===== src/rtl/cmdq_pkg.sv =====
package cmdq_pkg;

    typedef enum logic [2:0] {
        ST_IDLE,
        ST_REQ_A,
        ST_WAIT_A,
        ST_REQ_B,
        ST_WAIT_B,
        ST_SEND_A,
        ST_SEND_B
    } fetch_state_e;

    localparam logic [3:0] RI_BASE_LO = 4'd0;
    localparam logic [3:0] RI_BASE_HI = 4'd1;
    localparam logic [3:0] RI_QLEN    = 4'd2;
    localparam logic [3:0] RI_WP_LO   = 4'd3;
    localparam logic [3:0] RI_WP_HI   = 4'd4;
    localparam logic [3:0] RI_RP_LO   = 4'd5;
    localparam logic [3:0] RI_RP_HI   = 4'd6;
    localparam logic [3:0] RI_CTRL    = 4'd7;
    localparam logic [3:0] RI_STAT    = 4'd8;

endpackage


===== src/rtl/cmdq_regs.sv =====
module cmdq_regs
    import cmdq_pkg::*;
#(
    parameter int LEN_W     = 7,
    parameter int BASE_HI_W = 7,
    localparam int PTR_W    = LEN_W + 10,
    localparam int BASE_W   = 16 + BASE_HI_W
) (
    input  logic              clk,
    input  logic              rst_n,
    input  logic              reg_wen,
    input  logic [3:0]        reg_addr,
    input  logic [15:0]       reg_wdata,
    output logic [15:0]       reg_rdata,
    input  logic [PTR_W-1:0]  rptr,
    input  logic              fetch_idle,
    input  logic              busy_2d,
    input  logic              busy_3d,
    input  logic              busy_isp,
    output logic [BASE_W-1:0] base,
    output logic [PTR_W:0]    qsize,
    output logic [PTR_W-1:0]  wptr,
    output logic              rp_load,
    output logic [PTR_W-1:0]  rp_load_val
);

    logic [15:0]          base_lo_q;
    logic [BASE_HI_W-1:0] base_hi_q;
    logic [LEN_W-1:0]     qlen_q;
    logic [15:0]          wp_hi_stage;
    logic [15:0]          rp_hi_stage;
    logic [PTR_W-1:0]     wptr_q;
    logic [12:0]          ctrl_q;
    logic [PTR_W-1:0]     ptr_mask;
    logic [PTR_W-1:0]     wp_commit;
    logic [31:0]          wp_full;
    logic [31:0]          rp_full;
    logic [15:0]          status_w;
    logic                 all_idle;

    assign qsize     = ((PTR_W+1)'(qlen_q) + (PTR_W+1)'(1)) << 10;
    assign ptr_mask  = PTR_W'(qsize - (PTR_W+1)'(1)) & ~PTR_W'(1);
    assign wp_commit = PTR_W'({wp_hi_stage, reg_wdata}) & ptr_mask;
    assign rp_load_val = PTR_W'({rp_hi_stage, reg_wdata}) & ptr_mask;
    assign rp_load   = reg_wen && (reg_addr == RI_RP_LO);
    assign base      = {base_hi_q, base_lo_q};
    assign wptr      = wptr_q;

    always_ff @(posedge clk or negedge rst_n) begin
        if (!rst_n) begin
            base_lo_q   <= '0;
            base_hi_q   <= '0;
            qlen_q      <= '0;
            wp_hi_stage <= '0;
            rp_hi_stage <= '0;
            wptr_q      <= '0;
            ctrl_q      <= '0;
        end else if (reg_wen) begin
            case (reg_addr)
                RI_BASE_LO: base_lo_q   <= {reg_wdata[15:1], 1'b0};
                RI_BASE_HI: base_hi_q   <= reg_wdata[BASE_HI_W-1:0];
                RI_QLEN:    qlen_q      <= reg_wdata[LEN_W-1:0];
                RI_WP_HI:   wp_hi_stage <= reg_wdata;
                RI_WP_LO:   wptr_q      <= wp_commit;
                RI_RP_HI:   rp_hi_stage <= reg_wdata;
                RI_CTRL:    ctrl_q      <= reg_wdata[12:0];
                default: ;
            endcase
        end
    end

    assign all_idle = fetch_idle && !busy_2d && !busy_3d && !busy_isp;
    assign status_w = {7'd0, busy_isp, 2'b00, busy_3d, busy_2d, 1'b0,
                       all_idle, fetch_idle, fetch_idle};
    assign wp_full  = 32'(wptr_q);
    assign rp_full  = 32'(rptr);

    always_comb begin
        case (reg_addr)
            RI_BASE_LO: reg_rdata = base_lo_q;
            RI_BASE_HI: reg_rdata = 16'(base_hi_q);
            RI_QLEN:    reg_rdata = 16'(qlen_q);
            RI_WP_LO:   reg_rdata = wp_full[15:0];
            RI_WP_HI:   reg_rdata = wp_full[31:16];
            RI_RP_LO:   reg_rdata = rp_full[15:0];
            RI_RP_HI:   reg_rdata = rp_full[31:16];
            RI_CTRL:    reg_rdata = {3'b000, ctrl_q};
            RI_STAT:    reg_rdata = status_w;
            default:    reg_rdata = 16'h0000;
        endcase
    end

    // a high-half write alone never moves the active write pointer
    p_wptr_latch_r3: assert property (@(posedge clk) disable iff (!rst_n)
        (reg_wen && reg_addr == RI_WP_HI) |=> $stable(wptr_q));

    // busy flags appear in the status word
    p_busy_bits_r7: assert property (@(posedge clk) disable iff (!rst_n)
        (status_w[4] == busy_2d) && (status_w[5] == busy_3d) && (status_w[8] == busy_isp));

endmodule


===== src/rtl/cmdq_fetch_fsm.sv =====
module cmdq_fetch_fsm
    import cmdq_pkg::*;
#(
    parameter int PTR_W  = 17,
    parameter int BASE_W = 23,
    parameter int ADDR_W = 24
) (
    input  logic              clk,
    input  logic              rst_n,
    input  logic [BASE_W-1:0] base,
    input  logic [PTR_W:0]    qsize,
    input  logic [PTR_W-1:0]  wptr,
    input  logic              rp_load,
    input  logic [PTR_W-1:0]  rp_load_val,
    output logic [PTR_W-1:0]  rptr,
    output logic              fetch_idle,
    output logic              mem_req,
    output logic [ADDR_W-1:0] mem_addr,
    input  logic              mem_rvalid,
    input  logic [15:0]       mem_rdata,
    output logic              cmd_valid,
    output logic [15:0]       cmd_data,
    input  logic              cmd_ready
);

    fetch_state_e state_q, state_d;
    logic [PTR_W-1:0] rptr_q;
    logic [PTR_W-1:0] rp_next;
    logic [PTR_W:0]   rp_sum;
    logic [15:0]      word_a_q, word_b_q;
    logic             pair_q;

    assign rp_sum  = {1'b0, rptr_q} + (PTR_W+1)'(2);
    assign rp_next = (rp_sum >= qsize) ? '0 : rp_sum[PTR_W-1:0];

    always_comb begin
        state_d = state_q;
        unique case (state_q)
            ST_IDLE:   if (rptr_q != wptr) state_d = ST_REQ_A;
            ST_REQ_A:  state_d = ST_WAIT_A;
            ST_WAIT_A: if (mem_rvalid) state_d = (rp_next == wptr) ? ST_SEND_A : ST_REQ_B;
            ST_REQ_B:  state_d = ST_WAIT_B;
            ST_WAIT_B: if (mem_rvalid)
                           state_d = (word_a_q == 16'h0000 && mem_rdata == 16'h0000)
                                     ? ST_IDLE : ST_SEND_A;
            ST_SEND_A: if (cmd_ready) state_d = pair_q ? ST_SEND_B : ST_IDLE;
            ST_SEND_B: if (cmd_ready) state_d = ST_IDLE;
            default:   state_d = ST_IDLE;
        endcase
    end

    always_ff @(posedge clk or negedge rst_n) begin
        if (!rst_n) begin
            state_q  <= ST_IDLE;
            rptr_q   <= '0;
            word_a_q <= '0;
            word_b_q <= '0;
            pair_q   <= 1'b0;
        end else begin
            state_q <= state_d;
            if (state_q == ST_WAIT_A && mem_rvalid) begin
                word_a_q <= mem_rdata;
                pair_q   <= 1'b0;
            end
            if (state_q == ST_WAIT_B && mem_rvalid) begin
                word_b_q <= mem_rdata;
                pair_q   <= 1'b1;
            end
            if (rp_load)
                rptr_q <= rp_load_val;
            else if ((state_q == ST_WAIT_A || state_q == ST_WAIT_B) && mem_rvalid)
                rptr_q <= rp_next;
        end
    end

    always_comb begin
        mem_req    = (state_q == ST_REQ_A) || (state_q == ST_REQ_B);
        mem_addr   = ADDR_W'(base) + ADDR_W'(rptr_q);
        cmd_valid  = (state_q == ST_SEND_A) || (state_q == ST_SEND_B);
        cmd_data   = (state_q == ST_SEND_B) ? word_b_q : word_a_q;
        fetch_idle = (state_q == ST_IDLE) && (rptr_q == wptr);
        rptr       = rptr_q;
    end

    // a request is a single-cycle pulse
    p_one_outstanding_r8: assert property (@(posedge clk) disable iff (!rst_n)
        mem_req |=> !mem_req);

    // a stalled word holds
    p_hold_word_r9: assert property (@(posedge clk) disable iff (!rst_n)
        (cmd_valid && !cmd_ready) |=> (cmd_valid && $stable(cmd_data)));

    // reads land on halfword boundaries
    p_even_addr_r4: assert property (@(posedge clk) disable iff (!rst_n)
        mem_req |-> !mem_addr[0]);

    // reported idle means no activity on either port
    p_idle_quiet_r6: assert property (@(posedge clk) disable iff (!rst_n)
        fetch_idle |-> (!cmd_valid && !mem_req));

endmodule


===== src/rtl/cmdq_fetch_engine.sv =====
module cmdq_fetch_engine #(
    parameter int LEN_W     = 7,
    parameter int BASE_HI_W = 7,
    localparam int PTR_W    = LEN_W + 10,
    localparam int BASE_W   = 16 + BASE_HI_W,
    localparam int ADDR_W   = BASE_W + 1
) (
    input  logic              clk,
    input  logic              rst_n,
    input  logic              reg_wen,
    input  logic [3:0]        reg_addr,
    input  logic [15:0]       reg_wdata,
    output logic [15:0]       reg_rdata,
    output logic              mem_req,
    output logic [ADDR_W-1:0] mem_addr,
    input  logic              mem_rvalid,
    input  logic [15:0]       mem_rdata,
    output logic              cmd_valid,
    output logic [15:0]       cmd_data,
    input  logic              cmd_ready,
    input  logic              busy_2d,
    input  logic              busy_3d,
    input  logic              busy_isp
);

    logic [BASE_W-1:0] base;
    logic [PTR_W:0]    qsize;
    logic [PTR_W-1:0]  wptr, rptr, rp_load_val;
    logic              rp_load, fetch_idle;

    cmdq_regs #(.LEN_W(LEN_W), .BASE_HI_W(BASE_HI_W)) u_regs (
        .clk(clk), .rst_n(rst_n),
        .reg_wen(reg_wen), .reg_addr(reg_addr), .reg_wdata(reg_wdata),
        .reg_rdata(reg_rdata),
        .rptr(rptr), .fetch_idle(fetch_idle),
        .busy_2d(busy_2d), .busy_3d(busy_3d), .busy_isp(busy_isp),
        .base(base), .qsize(qsize), .wptr(wptr),
        .rp_load(rp_load), .rp_load_val(rp_load_val)
    );

    cmdq_fetch_fsm #(.PTR_W(PTR_W), .BASE_W(BASE_W), .ADDR_W(ADDR_W)) u_fsm (
        .clk(clk), .rst_n(rst_n),
        .base(base), .qsize(qsize), .wptr(wptr),
        .rp_load(rp_load), .rp_load_val(rp_load_val),
        .rptr(rptr), .fetch_idle(fetch_idle),
        .mem_req(mem_req), .mem_addr(mem_addr),
        .mem_rvalid(mem_rvalid), .mem_rdata(mem_rdata),
        .cmd_valid(cmd_valid), .cmd_data(cmd_data), .cmd_ready(cmd_ready)
    );

endmodule


===== config.mk =====
export PLATFORM = sky130hd
export DESIGN_NAME = cmdq_fetch_engine
export DESIGN_NICKNAME = d
export VERILOG_FILES = /design/src/rtl/cmdq_pkg.sv /design/src/rtl/cmdq_regs.sv /design/src/rtl/cmdq_fetch_fsm.sv /design/src/rtl/cmdq_fetch_engine.sv
export SDC_FILE = /design/constraint.sdc
export NUM_CORES = 1
export LEC_CHECK = 0
export BUFFER_PORTS_ARGS = -buffer_cell sky130_fd_sc_hd__buf_4
export CAP_MARGIN = 20
export CORE_MARGIN = 2
export CORE_UTILIZATION = 61
export CTS_BUF_LIST = sky130_fd_sc_hd__clkbuf_4 sky130_fd_sc_hd__clkbuf_8
export DETAILED_ROUTE_END_ITERATION = 6
export HOLD_SLACK_MARGIN = 0.08
export PLACE_DENSITY = 0.82
export REMOVE_ABC_BUFFERS = 1
export SLEW_MARGIN = 20
export SYNTH_ARGS = -nofsm -noshare
export SYNTH_HDL_FRONTEND = slang
export SYNTH_SLANG_ARGS = --single-unit

===== constraint.sdc =====
create_clock -name clk -period 5.3 [get_ports clk]
set_input_delay 0.265 -clock clk [delete_from_list [all_inputs] [get_ports clk]]
set_output_delay 0.265 -clock clk [all_outputs]
set_load 0.02 [all_outputs]

==> results.py <==
metrics = {
    "detailed_routing": {
        "firstDrtPassIters": 6,
        "ant_nets": 0,
        "drtIter0Drc": 756,
        "vias_per_cell": 6.69,
        "remaining_drc_errors": 0,
        "drt-total-wl_um": 26700,
        "vias": 7555,
        "post_drt_wl_per_cell_um": 23.6,
    },
    "timing": {
        "fin_tns_setup_ns": 0,
        "clock_skew_ns": 0.00875,
        "whs_ns": 0.107,
        "rsz0062_at_grt": "false",
        "slew_headroom": 0.178,
        "post-route-worst-setup-slack_ns": 0.467,
        "slew_violations": 0,
        "fmax_mhz": 207,
        "hold_viol_final": 0,
        "final.min_clock_period_ns": 4.83,
        "setup_viol": 0,
        "fin_crit_sh": 0.912,
        "tightest_slew_ns": 1.22,
    },
    "critical_path": {
        "cpMostUsedCell": "ha_1",
        "worstSetupEndpointType": "flop",
        "rr_startpoint": "u_fsm.rptr[2]",
        "reg2reg_slack_ns": 0.47,
        "r2r_cells": 13,
        "required_ns": 5.68,
        "slowest_delay_ns": 0.57,
        "start_kind": "flop",
        "critPathBufInv": 1,
        "crit_slowest_cell": "or4_1",
        "crit_family": "simple AND/OR/NAND/NOR gates",
        "worst-setup-path-type": "reg2reg",
        "path_cells": "ha_1 > nand3_1 > nor4_1 > xor2_1 > ha_1 > or4_1 > o31ai_1 > o31ai_4 > buf_4 > nor2_1 > nand2_1 > o211a_1 > a21oi_1",
        "critPathArrivalTime_ns": 5.22,
        "regToRegEndpoint": "u_fsm.rptr[14]",
        "critPathMaxFanout": 9,
    },
    "power": {
        "total_power_mw": 5.50,
        "clock_power_share": 0.155,
        "powerDensity_nw_per_um2": 583,
        "seq_power_share": 0.298,
        "combPwrFrac": 0.547,
        "leakagePower_nw": 4.09,
        "ir_worst_vdd_mv": 0.445,
        "cell_internal_pwr_mw": 2.92,
        "switchingPower_mw": 2.59,
        "sw_frac_of_total": 0.470,
    },
    "finish": {
        "n_fill_cell": 874,
        "utilization": 0.749,
        "drive_gt1_frac": 0.275,
        "fin_area_sq_um": 9450,
        "num_antenna_cells": 0,
        "layout.cells.non_filler": 1129,
        "syn_to_final_growth_pct": 19.7,
        "fin_nets": 1015,
    },
    "synth": {
        "synth_seq_cells": 113,
        "synth-async-reset-ratio": 1.00,
        "synthTopCellsByCount": "dfrtp_1, mux2_2, nand2_1",
        "synth.most_common_cell": "dfrtp_1",
        "synth_ff_type": "dfrtp_1",
        "synth.distinct_cells": 80,
        "synth_top_cell_area_share": 0.358,
        "synthTopCellsByArea": "dfrtp_1, mux2_2, ha_1",
        "synth_edf_count": 0,
        "syn_area_per_cell_sq_um": 9.44,
        "syn_inst": 836,
        "synth_area_sq_um": 7890,
        "yosys_warnings": 0,
        "netlist.top_cell.by_area": "dfrtp_1",
        "ys_seq_area_frac": 0.358,
    },
    "cts": {
        "insertion_delay_ns": 0.46,
        "clk_pin_slew_ns": 0.08,
        "htree_levels": 4,
        "cts_tree": "built",
        "ctsResizeCount": 0,
        "cts-root-buf": "clkbuf_8",
        "cts_buffers": 17,
        "cts.sinks": 113,
        "clk_path_buf_depth": 2,
    },
    "global_routing": {
        "overflow": 0,
        "grt_max_degree": 61,
        "grt.busiest_layer": "met2",
        "grt_pass1_vias": 7520,
        "grt_util_met1": 0.487,
        "antenna_found_initial": 0,
        "grt_pass1_wl_um": 41800,
        "gr-usage-met3": 0.0901,
        "use_met2": 0.642,
        "track_usage": 0.390,
    },
    "placed_design": {
        "placed_area_sq_um": 8750,
        "hpwl_um": 18800,
        "gp_congestion": 0.949,
        "place_inst": 1069,
        "pre_cts_slack_ns": 0.362,
        "portBuffers": 101,
    },
    "floorplan": {
        "start_util": 0.626,
        "std_cell_rows": 41,
        "die_h_um": 118,
        "fp.dieW_um": 118,
        "io_pins": 102,
        "fp.dieArea_sq_um": 13900,
        "core-area_sq_um": 12600,
    },
    "hold_path": {
        "hold_start": "reg_wdata[13]",
        "hold_path_depth": 2,
        "min_to": "u_regs.base_lo_q[13]",
        "hp-class": "in2reg",
    },
    "run": {
        "max-cap-violations": 0,
    },
    "run_status": {
        "status": "finished, final reports clean",
    },
}
[worst max-delay path by stage]
stage                              from          endpoint  slack, ns  cells after the start
after floorplan           u_fsm.rptr[1]  u_fsm.state_q[1]       1.15                     12
after global placement    u_fsm.rptr[2]  u_fsm.state_q[1]       0.54                     15
after detailed placement  u_fsm.rptr[2]  u_fsm.state_q[1]       0.36                     13
after CTS                 u_fsm.rptr[2]  u_fsm.state_q[1]       0.32                     13
after global routing      u_fsm.rptr[2]    u_fsm.rptr[15]       0.22                     13
final                     u_fsm.rptr[2]    u_fsm.rptr[14]       0.47                     13
[layout make-up]
| type | instances | area (sq um) | area share |
|---|---|---|---|
| repair buffers | 138 | 1100 | 0.117 |
| multi-input cells | 649 | 4800 | 0.508 |
| clock inverters | 15 | 174 | 0.0184 |
| flip-flops and latches | 113 | 2830 | 0.299 |
| clock buffers | 17 | 234 | 0.0248 |
| inverters | 25 | 93.8 | 0.00993 |
| well taps | 172 | 215 | 0.0228 |
[flip-flops by register name (all words and copies together) (netlist names), 3 cells and up]
signal and flops:
u_regs.qlen_q 7, u_regs.wptr 16, u_fsm.rptr 17, u_regs.base_lo_q 15, u_regs.base_hi_q 7, u_fsm.word_a_q 16
u_regs.ctrl_q 13, u_fsm.word_b_q 16, u_fsm.state_q 3
[metal layers]
layer	up-vias	part of all wire
met5	-	0
met4	0	0.048
met3	80	0.087
met2	446	0.47
met1	3703	0.39
li1	3326	-
[kinds of logic (layout without fill, tap and decap cells)]
kind of cell	after synthesis	after routing	synth area share
AO/OA/AOI/OAI	176	176	0.160
multiplexers	105	105	0.151
AND/OR/NAND/NOR	288	288	0.189
flip-flops	113	113	0.358
buffers and inverters	74	195	0.0366
XOR/XNOR	53	53	0.0615
adder cells (fa/ha/maj)	27	27	0.0437
[worst reg2reg max path, delay by kind of cell, from the launching register on]
family | cells | cell delay, ns
simple gates | 5 | 2.04
flops | 1 | 0.53
xor+xnor | 1 | 0.21
fa+ha+maj | 2 | 0.69
compound gates | 4 | 1.10
buf+inv | 1 | 0.22
[layout by cell type, fill, tap and decap left out, types with 4 or more instances in the layout]
master / count
a2111oi_0: 6
a21boi_0: 4
a21o_1: 5
a21oi_1: 32
a221oi_1: 6
a22oi_1: 30
a31oi_1: 7
and2_1: 4
and3_1: 7
buf_4: 112
clkbuf_8: 17
clkinv_4: 5
dfrtp_1: 113
dlygate4sd3_1: 26
ha_1: 26
inv_1: 25
inv_6: 4
mux2_2: 102
nand2_1: 76
nand2b_1: 13
nand3_1: 33
nand4_1: 5
nand4b_1: 5
nor2_1: 58
nor2b_1: 11
nor3_1: 24
nor3b_1: 8
nor4_1: 20
o211ai_1: 7
o21a_1: 6
o21ai_0: 26
o22ai_1: 5
or4_1: 5
xnor2_1: 25
xor2_1: 26
[timing repair]
| item | CTS | global route |
|---|---|---|
| endpoints found under the hold margin | 99 | 2 |
| buffers inserted | 0 | 2 |
| hold buffers | 24 | 2 |
| endpoints found under the setup margin | 0 | 2 |
[power by group through the flow]
stage               clock [mW]  combinational (mW)  sequential [mW]
floorplan                    0                1.97             1.47
global placement             0                2.82             1.59
detailed placement           0                2.88             1.62
CTS                      0.857                2.92             1.60
global route             0.909                3.21             1.66
finish                   0.855                3.01             1.64
Power figures use the tool's default switching activity.
